--- config.mk ---
export PLATFORM = sky130hd
export DESIGN_NAME = zs_codec
export DESIGN_NICKNAME = d
export VERILOG_FILES = /design/src/rtl/zs_pkg.sv /design/src/rtl/zs_ctrl.sv /design/src/rtl/zs_encoder.sv /design/src/rtl/zs_decoder.sv /design/src/rtl/zs_codec.sv
export SDC_FILE = /design/constraint.sdc
export NUM_CORES = 1
export LEC_CHECK = 0
export BUFFER_PORTS_ARGS = -buffer_cell sky130_fd_sc_hd__buf_2
export CAP_MARGIN = 20
export CORE_MARGIN = 10
export CORE_UTILIZATION = 50
export CTS_CLUSTER_DIAMETER = 100
export DETAILED_ROUTE_END_ITERATION = 10
export PLACE_DENSITY = 0.77
export SETUP_SLACK_MARGIN = 0.15
export SLEW_MARGIN = 10
export SYNTH_ARGS = -nofsm -noshare
export SYNTH_HDL_FRONTEND = slang
export SYNTH_SLANG_ARGS = --single-unit
--- constraint.sdc ---
create_clock -name clk -period 5.11 [get_ports clk]
set_input_delay 1.2775 -clock clk [delete_from_list [all_inputs] [get_ports clk]]
set_output_delay 1.2775 -clock clk [all_outputs]
set_load 0.005 [all_outputs]
--- src/rtl/zs_pkg.sv ---
package zs_pkg;
  localparam logic [1:0] MODE_E3   = 2'd0;
  localparam logic [1:0] MODE_T3   = 2'd1;
  localparam logic [1:0] MODE_STS1 = 2'd2;

  // kind of symbol waiting in the transmit window
  typedef enum logic [2:0] {
    SYM_FILL,   // nothing yet (after reset), never part of a zero run
    SYM_ZERO,
    SYM_ONE,
    SYM_BIP,    // substitution pulse that obeys alternation
    SYM_VIO     // substitution pulse that violates alternation
  } symKind_e;

  typedef struct packed {
    logic step;
    logic hdb3;
    logic coding;
  } zsStrobe_t;
endpackage

--- src/rtl/zs_ctrl.sv ---
module zs_ctrl
  import zs_pkg::*;
(
  input  logic       bitEn,
  input  logic [1:0] lineMode,
  input  logic       codeEn,
  output zsStrobe_t  stb
);
  always_comb begin
    stb.step   = bitEn;
    stb.hdb3   = (lineMode == MODE_E3);
    stb.coding = codeEn;
  end
endmodule

--- src/rtl/zs_encoder.sv ---
module zs_encoder
  import zs_pkg::*;
#(
  parameter int RUN_B3ZS = 3,
  parameter int RUN_HDB3 = 4
) (
  input  logic      clk,
  input  logic      rst,
  input  zsStrobe_t stb,
  input  logic      txData,
  input  logic      txNegIn,
  output logic      txPos,
  output logic      txNeg
);
  localparam int WIN = (RUN_HDB3 > RUN_B3ZS) ? RUN_HDB3 : RUN_B3ZS;
  localparam int DW  = $clog2(WIN + 1);

  symKind_e   win    [WIN];
  symKind_e   nxtWin [WIN];
  symKind_e   outSym;
  logic       lastNeg;
  logic       oddMarks;
  logic       runZero;
  logic       effOdd;
  logic       outPulse;
  logic       outNeg;
  logic [DW-1:0] lastIdx;

  assign lastIdx = (stb.hdb3 ? DW'(RUN_HDB3) : DW'(RUN_B3ZS)) - DW'(1);

  always_comb begin
    outSym  = SYM_FILL;
    runZero = ~txData;
    for (int i = 0; i < WIN; i++) begin
      if (DW'(i) == lastIdx) outSym = win[i];
      if (DW'(i) < lastIdx && win[i] != SYM_ZERO) runZero = 1'b0;
    end

    case (outSym)
      SYM_ONE: effOdd = ~oddMarks;
      SYM_VIO: effOdd = 1'b0;
      default: effOdd = oddMarks;
    endcase

    nxtWin[0] = txData ? SYM_ONE : SYM_ZERO;
    for (int i = 1; i < WIN; i++) nxtWin[i] = win[i-1];
    if (runZero) begin
      nxtWin[0] = SYM_VIO;
      for (int i = 1; i < WIN; i++)
        if (DW'(i) == lastIdx) nxtWin[i] = effOdd ? SYM_ZERO : SYM_BIP;
    end

    outPulse = (outSym == SYM_ONE) || (outSym == SYM_BIP) || (outSym == SYM_VIO);
    outNeg   = (outSym == SYM_VIO) ? lastNeg : ~lastNeg;
  end

  always_ff @(posedge clk) begin
    if (rst) begin
      for (int i = 0; i < WIN; i++) win[i] <= SYM_FILL;
      lastNeg  <= 1'b1;
      oddMarks <= 1'b0;
      txPos    <= 1'b0;
      txNeg    <= 1'b0;
    end else if (stb.step) begin
      if (stb.coding) begin
        for (int i = 0; i < WIN; i++) win[i] <= nxtWin[i];
        txPos <= outPulse & ~outNeg;
        txNeg <= outPulse & outNeg;
        if (outPulse) lastNeg <= outNeg;
        if (outSym == SYM_VIO) oddMarks <= 1'b0;
        else if (outPulse)     oddMarks <= ~oddMarks;
      end else begin
        txPos <= txData;
        txNeg <= txNegIn;
      end
    end
  end
endmodule

--- src/rtl/zs_decoder.sv ---
module zs_decoder
  import zs_pkg::*;
#(
  parameter int RUN_B3ZS = 3,
  parameter int RUN_HDB3 = 4
) (
  input  logic      clk,
  input  logic      rst,
  input  zsStrobe_t stb,
  input  logic      rxPos,
  input  logic      rxNeg,
  output logic      rxData,
  output logic      rxAux
);
  localparam int WIN = (RUN_HDB3 > RUN_B3ZS) ? RUN_HDB3 : RUN_B3ZS;
  localparam int DW  = $clog2(WIN + 1);

  logic [WIN-1:0] rawMk, decMk, violMk;
  logic [WIN-1:0] nxtDec;
  logic [DW-1:0]  zeroCnt, lastIdx, runLen;
  logic lastNeg, hasPrev;
  logic inMark, inNeg, isViol, zForm, bForm, subOk, excess;
  logic decOut, violOut;

  assign runLen  = stb.hdb3 ? DW'(RUN_HDB3) : DW'(RUN_B3ZS);
  assign lastIdx = runLen - DW'(1);

  always_comb begin
    inMark = rxPos | rxNeg;
    inNeg  = rxNeg & ~rxPos;
    isViol = inMark & hasPrev & (inNeg == lastNeg);
    if (stb.hdb3) begin
      zForm = ~rawMk[0] & ~rawMk[1] & ~rawMk[2];
      bForm = ~rawMk[0] & ~rawMk[1] &  rawMk[2];
    end else begin
      zForm = ~rawMk[0] & ~rawMk[1];
      bForm = ~rawMk[0] &  rawMk[1];
    end
    subOk  = isViol & (zForm | bForm);
    excess = ~inMark & (zeroCnt == lastIdx);

    nxtDec  = {decMk[WIN-2:0], inMark & ~subOk};
    decOut  = 1'b0;
    violOut = 1'b0;
    for (int i = 0; i < WIN; i++) begin
      if (DW'(i) == lastIdx) begin
        decOut  = decMk[i];
        violOut = violMk[i];
        if (subOk && bForm) nxtDec[i] = 1'b0;
      end
    end
  end

  always_ff @(posedge clk) begin
    if (rst) begin
      rawMk   <= '0;
      decMk   <= '0;
      violMk  <= '0;
      zeroCnt <= DW'(WIN);
      lastNeg <= 1'b1;
      hasPrev <= 1'b0;
      rxData  <= 1'b0;
      rxAux   <= 1'b0;
    end else if (stb.step) begin
      if (stb.coding) begin
        rawMk  <= {rawMk[WIN-2:0], inMark};
        decMk  <= nxtDec;
        violMk <= {violMk[WIN-2:0], (isViol & ~subOk) | excess};
        if (inMark)                 zeroCnt <= '0;
        else if (zeroCnt < runLen)  zeroCnt <= zeroCnt + DW'(1);
        if (inMark) begin
          lastNeg <= inNeg;
          hasPrev <= 1'b1;
        end
        rxData <= decOut;
        rxAux  <= violOut;
      end else begin
        rxData <= rxPos;
        rxAux  <= rxNeg;
      end
    end
  end
endmodule

--- src/rtl/zs_codec.sv ---
module zs_codec
  import zs_pkg::*;
#(
  parameter int RUN_B3ZS = 3,
  parameter int RUN_HDB3 = 4
) (
  input  logic       clk,
  input  logic       rst,
  input  logic       bitEn,
  input  logic [1:0] lineMode,
  input  logic       codeEn,
  input  logic       txData,
  input  logic       txNegIn,
  output logic       txPos,
  output logic       txNeg,
  input  logic       rxPos,
  input  logic       rxNeg,
  output logic       rxData,
  output logic       rxAux
);
  zsStrobe_t stb;

  zs_ctrl u_ctrl (
    .bitEn(bitEn), .lineMode(lineMode), .codeEn(codeEn), .stb(stb)
  );

  zs_encoder #(.RUN_B3ZS(RUN_B3ZS), .RUN_HDB3(RUN_HDB3)) u_enc (
    .clk(clk), .rst(rst), .stb(stb), .txData(txData), .txNegIn(txNegIn),
    .txPos(txPos), .txNeg(txNeg)
  );

  zs_decoder #(.RUN_B3ZS(RUN_B3ZS), .RUN_HDB3(RUN_HDB3)) u_dec (
    .clk(clk), .rst(rst), .stb(stb), .rxPos(rxPos), .rxNeg(rxNeg),
    .rxData(rxData), .rxAux(rxAux)
  );
endmodule

# --- After elaboration in Yosys (flattened, before gate mapping) ---
# Memories as Yosys holds them, arrays and structs flattened.
# Cells that the tools add are included.
totals:
  regBits: 22
  ramBits: 12
  out_inout_bits: 4
  word_cells: 136
  mem_count: 1
classes:
  add_sub_neg: 3
  magnitude_cmp: 5
  eq_ne: 15
  muxes: 53
  bitwise_logic: 30
  n_reduce_logical: 17
mem_list:
  columns: ["name", "words", "width", "rd", "rd_clocked_by_memory_dff", "wr", "line", "text"]
  rows:
  - ["u_enc.win", 4, 3, 4, 0, 4, "zs_encoder.sv:18", "symKind_e win [WIN];"]
ops:
  columns: ["cell", "n"]
  rows:
  - ["two-way mux 3 bit", 14]
  - ["two-way mux 1 bit", 35]
  - ["AND 1 bit", 13]
  - ["equality test 2 x 3 -> 1 bit, first input constant", 4]
  - ["two-way mux 12 bit", 1]
  - ["inequality test 3 x 1 -> 1 bit, second input constant", 4]
  - ["AND reduction 3 bit", 4]
  - ["inverter 1 bit", 10]
  - ["bitwise OR 1 bit", 7]
  - ["equality test 1 x 3 -> 1 bit, first input constant", 2]
  - ["equality test 3 x 2 -> 1 bit, second input constant", 2]
  - ["zero test 3 bit", 2]
  - ["less-than comparator 1 x 3 -> 1 bit, first input constant", 2]
  - ["less-than comparator 2 x 3 -> 1 bit, first input constant", 2]
  - ["logical AND 1 bit", 5]
  - ["two-way mux 2 bit", 2]
  - ["nonzero test 2 bit", 2]
  - ["adder 3 x 1 -> 3 bit, second input constant", 1]
  - ["equality test 3 bit", 1]
  - ["equality test 3 bit, second input constant", 1]
  - ["less-than comparator 3 bit", 1]
  - ["subtractor 3 x 1 -> 3 bit, second input constant", 1]
  - ["subtractor 3 x 2 -> 3 bit, second input constant", 1]
  - ["zero test 2 bit", 1]
  - ["other kinds (4)", 5]

# --- Longest topological paths before layout ---
logic_depth:
  ltp_word: 14
  mapped_depth: 6

# --- Cells and area by module ---
# A second synthesis with hierarchy kept.
hier_totals:
  cells_unflattened: 172
  hier_area_um2: 1680.4
modules_own_cells:
  columns: ["mod", "n_inst", "cells_per_inst", "area_per_inst_um2"]
  rows:
  - ["zs_decoder", 1, 104, 852.1]
  - ["zs_encoder", 1, 65, 809.5]
  - ["zs_ctrl", 1, 3, 18.8]

# --- Worst setup path after synthesis ---
# OpenSTA, ideal clock, no wires.
synth_timing:
  path_kind: "input-to-reg"
  start: "in codeEn"
  end: "mem u_enc.win[0][0] (netlist name) (enable)"
  setup_time_ns: 0.333
  arrival_ns: 2.232
  t_required_ns: 4.777
  slack_ns: 2.545
  path_stages: 4
  path_buffers: 2
  path_cell_list: "nand2_1 -> clkbuf_1 -> buf_1 -> nand2_1"
synth_rtl:
  columns: ["element", "line", "text"]
  rows:
  - ["start: declaration", "zs_codec.sv:11", "input logic codeEn,"]
  - ["end: declaration", "zs_encoder.sv:18", null]

==> impl_metrics.csv <==
group,metric,value,unit
placed_design,io_buffer_count,13,
logic_synthesis,yosysSeqAreaShare,49.1,%
worst_setup_path,reg2reg_depth,4,
timing,worstMarginPinSlew,0.799,ns
timing,finalMaxSlewViolations,0,
worst_setup_path,end_kind,"flip-flop",
clock_network,insertion_delay,0.34,ns
logic_synthesis,synth_flop_cell,"dfxtp_1",
timing,rsz0062_at_grt,"false",
route,drcViolationCount,0,
timing,max_slew_margin,46.8,%
layout,final_cell_mix,"22 x dfxtp_1, 20 x nand2_1, 14 x a21oi_1",
layout,fill_cells,279,
floorplanning,coreArea,3080,µm²
global_route,grt_pass1_wl,6.04,mm
logic_synthesis,synth-edff-count,12,
global_route,gr-total-overflow,0,
logic_synthesis,yosys.area_share.simple,24.2,%
layout,fin_nets,192,
logic_synthesis,synth_cell_types,46,
route,vias,1325,
worst_hold_path,hold_class,"flip-flop to flip-flop",
worst_setup_path,arrival,2.68,ns
placed_design,hpwl,2.51,mm
logic_synthesis,synth_mux_area_share,1.84,%
timing,finalClockSkew,0.0137,ns
route,routed_via_density,5.89,
worst_setup_path,rrSetupSlack,3.47,ns
layout,multi_input_area,783,µm²
layout,area_growth,10.1,%
clock_network,cts_tree,"built",
clock_network,cts_resized,0,
worst_setup_path,crit_fanout,21,
clock_network,cts_max_level,2,
timing,hold_viol,0,
global_route,track_usage,12.2,%
logic_synthesis,synth_nets,180,
floorplanning,dieWidth,77.1,µm
clock_network,postCtsSetupRepairBufs,0,
layout,drive_above_1_share,15.5,%
global_route,grt_max_degree,27,
logic_synthesis,synthAdderAreaFrac,1.53,%
clock_network,cts-root-buf,"clkbuf_4",
status,outcome,"finished, final reports clean",
logic_synthesis,synthCells,168,
worst_setup_path,r2r-start,"u_enc.win[2][2]$_SDFFCE_PN0P_",
logic_synthesis,async_reset_ff_share,0,%
logic_synthesis,ys_top_cells_by_area,"dfxtp_1 27%, edfxtp_1 22%, nand2_1 4.6%, a21oi_1 4.3%, and3_1 3.5%",
placed_design,gp_congestion,0.867,
clock_network,cts_inserted_buffers,5,
logic_synthesis,syn_avg_cell_area,9.70,µm²
route,finalWirelength,3.52,mm
floorplanning,die-area,5940,µm²
global_route,antenna_found_initial,0,
route,drt_pass1_iterations,4,
worst_hold_path,holdPathEnd,"u_dec.violMk[2]$_SDFFE_PP0P_",
logic_synthesis,synth_compound_area_share,18.9,%
clock_network,clockBufferDepth,2,
floorplanning,io_pins,14,
logic_synthesis,yosys.area_share.xor_xnor,1.61,%
power_and_ir_drop,leakage,0.701,nW
timing,setup_violations,0,
logic_synthesis,syn_area,1630,µm²
clock_network,clkSlewWorstSetupHoldPaths,0.10,ns
worst_hold_path,hp-start,"u_dec.violMk[1]$_SDFFE_PP0P_",
timing,finalSetupTns,0,ns
worst_hold_path,worstHoldPathCells,2,
power_and_ir_drop,cellPowerDensity,308,nW/µm²
logic_synthesis,synth_top_area_share,27.0,%
clock_network,cts.sinks,34,
logic_synthesis,synth_top_family_by_area,"simple AND/OR/NAND/NOR gates",
layout,fin_util,58.3,%
global_route,grt_pass1_vias,1271,
logic_synthesis,synth_warnings,0,
logic_synthesis,synth_seq_cells,34,
timing,finalCriticalPeriod,2.69,ns
layout,antenna_cells,0,
worst_setup_path,required,5.10,ns
logic_synthesis,synth_top_cell_by_area,"dfxtp_1",
job,max_cap_viol_count,0,
timing,fmax,372,MHz
layout,ff_latch_area,801,µm²
floorplanning,die-height,77.1,µm
route,wl_per_cell,15.6,µm
timing,fin_crit_sh,52.7,%
worst_setup_path,startpoint_type,"primary input",
floorplanning,rows,20,
worst_setup_path,rr_endpoint,"u_enc.win[2][1]$_SDFFCE_PN0P_",
worst_setup_path,critPathKind,"primary input to flip-flop",
route,ant_nets,0,
power_and_ir_drop,vdd.ir_drop.worst,0.220,mV
layout,layout_commonest_cell,"dfxtp_1",
route,drt_iter0_drc,96,
clock_network,hold_buffers,0,
floorplanning,start_util,53.0,%
[how the worst max path moves through the flow]
stage	from	endpoint	cells after the start
after floorplan	codeEn	u_enc.win[0][0]$_SDFFCE_PP0P_	4
after global placement	rst	u_enc.win[3][0]$_SDFFCE_PN0P_	3
after detailed placement	rst	u_enc.win[0][0]$_SDFFCE_PP0P_	3
after CTS	rst	u_enc.win[0][2]$_SDFFCE_PN0P_	3
after global routing	rst	u_enc.win[1][0]$_SDFFCE_PN0P_	3
final	rst	u_enc.win[1][0]$_SDFFCE_PN0P_	3
[per-layer routing]
| layer | vias to the layer above | share of wire [%] | wire length, µm | global-route usage (%) |
|---|---|---|---|---|
| li1 | 655 | - | - | - |
| met1 | 624 | 46 | 1600 | 15.4 |
| met2 | 41 | 46 | 1610 | 18.6 |
| met3 | 5 | 7.2 | 254 | 4.90 |
| met4 | 0 | 1.3 | 44 | 4.01 |
| met5 | - | 0 | 0 | 0 |
[flip-flops by register name (all words and copies together) (netlist names)]
signal,cells
u_dec.decMk,4
u_dec.hasPrev,1
u_dec.lastNeg,1
u_dec.rawMk,3
u_dec.rxAux,1
u_dec.rxData,1
u_dec.violMk,4
u_dec.zeroCnt,3
u_enc.lastNeg,1
u_enc.oddMarks,1
u_enc.txNeg,1
u_enc.txPos,1
u_enc.win,12
[synthesized netlist by cell type (all sizes together) (2+ instances only)]
cell,n
a31oi,4
nor3b,3
a31o,3
o21ai,4
a2111oi,3
nor3,4
nand2,20
or3,3
inv,2
ha,2
a22o,2
edfxtp,12
a21oi,14
nor4b,2
a311o,2
dfxtp,22
mux2i,3
nor2,12
a211o,2
clkbuf,7
xnor2,3
nor2b,2
nand2b,3
and3,9
a21o,2
nand3,5
o22ai,3
[metrics by stage]
| stage | total power, mW | hold slack (ns) | setup slack, ns | cells | cell area (µm²) |
|---|---|---|---|---|---|
| 2_1_floorplan | 0.345 | 0.429 | 2.55 | 168 | 1630 |
| 3_3_place_gp | 0.362 | 0.439 | 2.15 | 217 | 1720 |
| 3_5_place_dp | 0.365 | 0.451 | 2.08 | 217 | 1720 |
| 4_1_cts | 0.553 | 0.463 | 2.45 | 225 | 1800 |
| 5_1_grt | 0.578 | 0.474 | 2.28 | 225 | 1800 |
| 6_report | 0.552 | 0.462 | 2.42 | 225 | 1800 |
[worst max-delay path: stages]
cell,delay (ns)
buf_2,0.34
clkinv_1,0.49
nand2_1,0.56
[layout make-up]
class / instances / share of cell area (%)
flip-flops and latches: 34 / 44.6
multi-input cells: 123 / 43.6
repair buffers: 13 / 3.62
well taps: 44 / 3.07
clock buffers: 7 / 2.51
clock inverters: 1 / 1.67
inverters: 3 / 0.906
[report_power, final]
part	internal [mW]	switching (mW)	leakage, nW
clock network	0.104	0.0886	0.0395
registers	0.293	0.0101	0.307
logic	0.0219	0.0349	0.354
[logic make-up (layout without fill, tap and decap cells)]
kind of cell | count (synthesis) | after routing
fa+ha+maj | 2 | 2
xor+xnor | 3 | 3
buf+inv | 11 | 24
mux | 3 | 3
simple gates | 71 | 71
flops | 34 | 34
compound gates | 44 | 44
No activity file was read; power rests on OpenSTA's default activity.
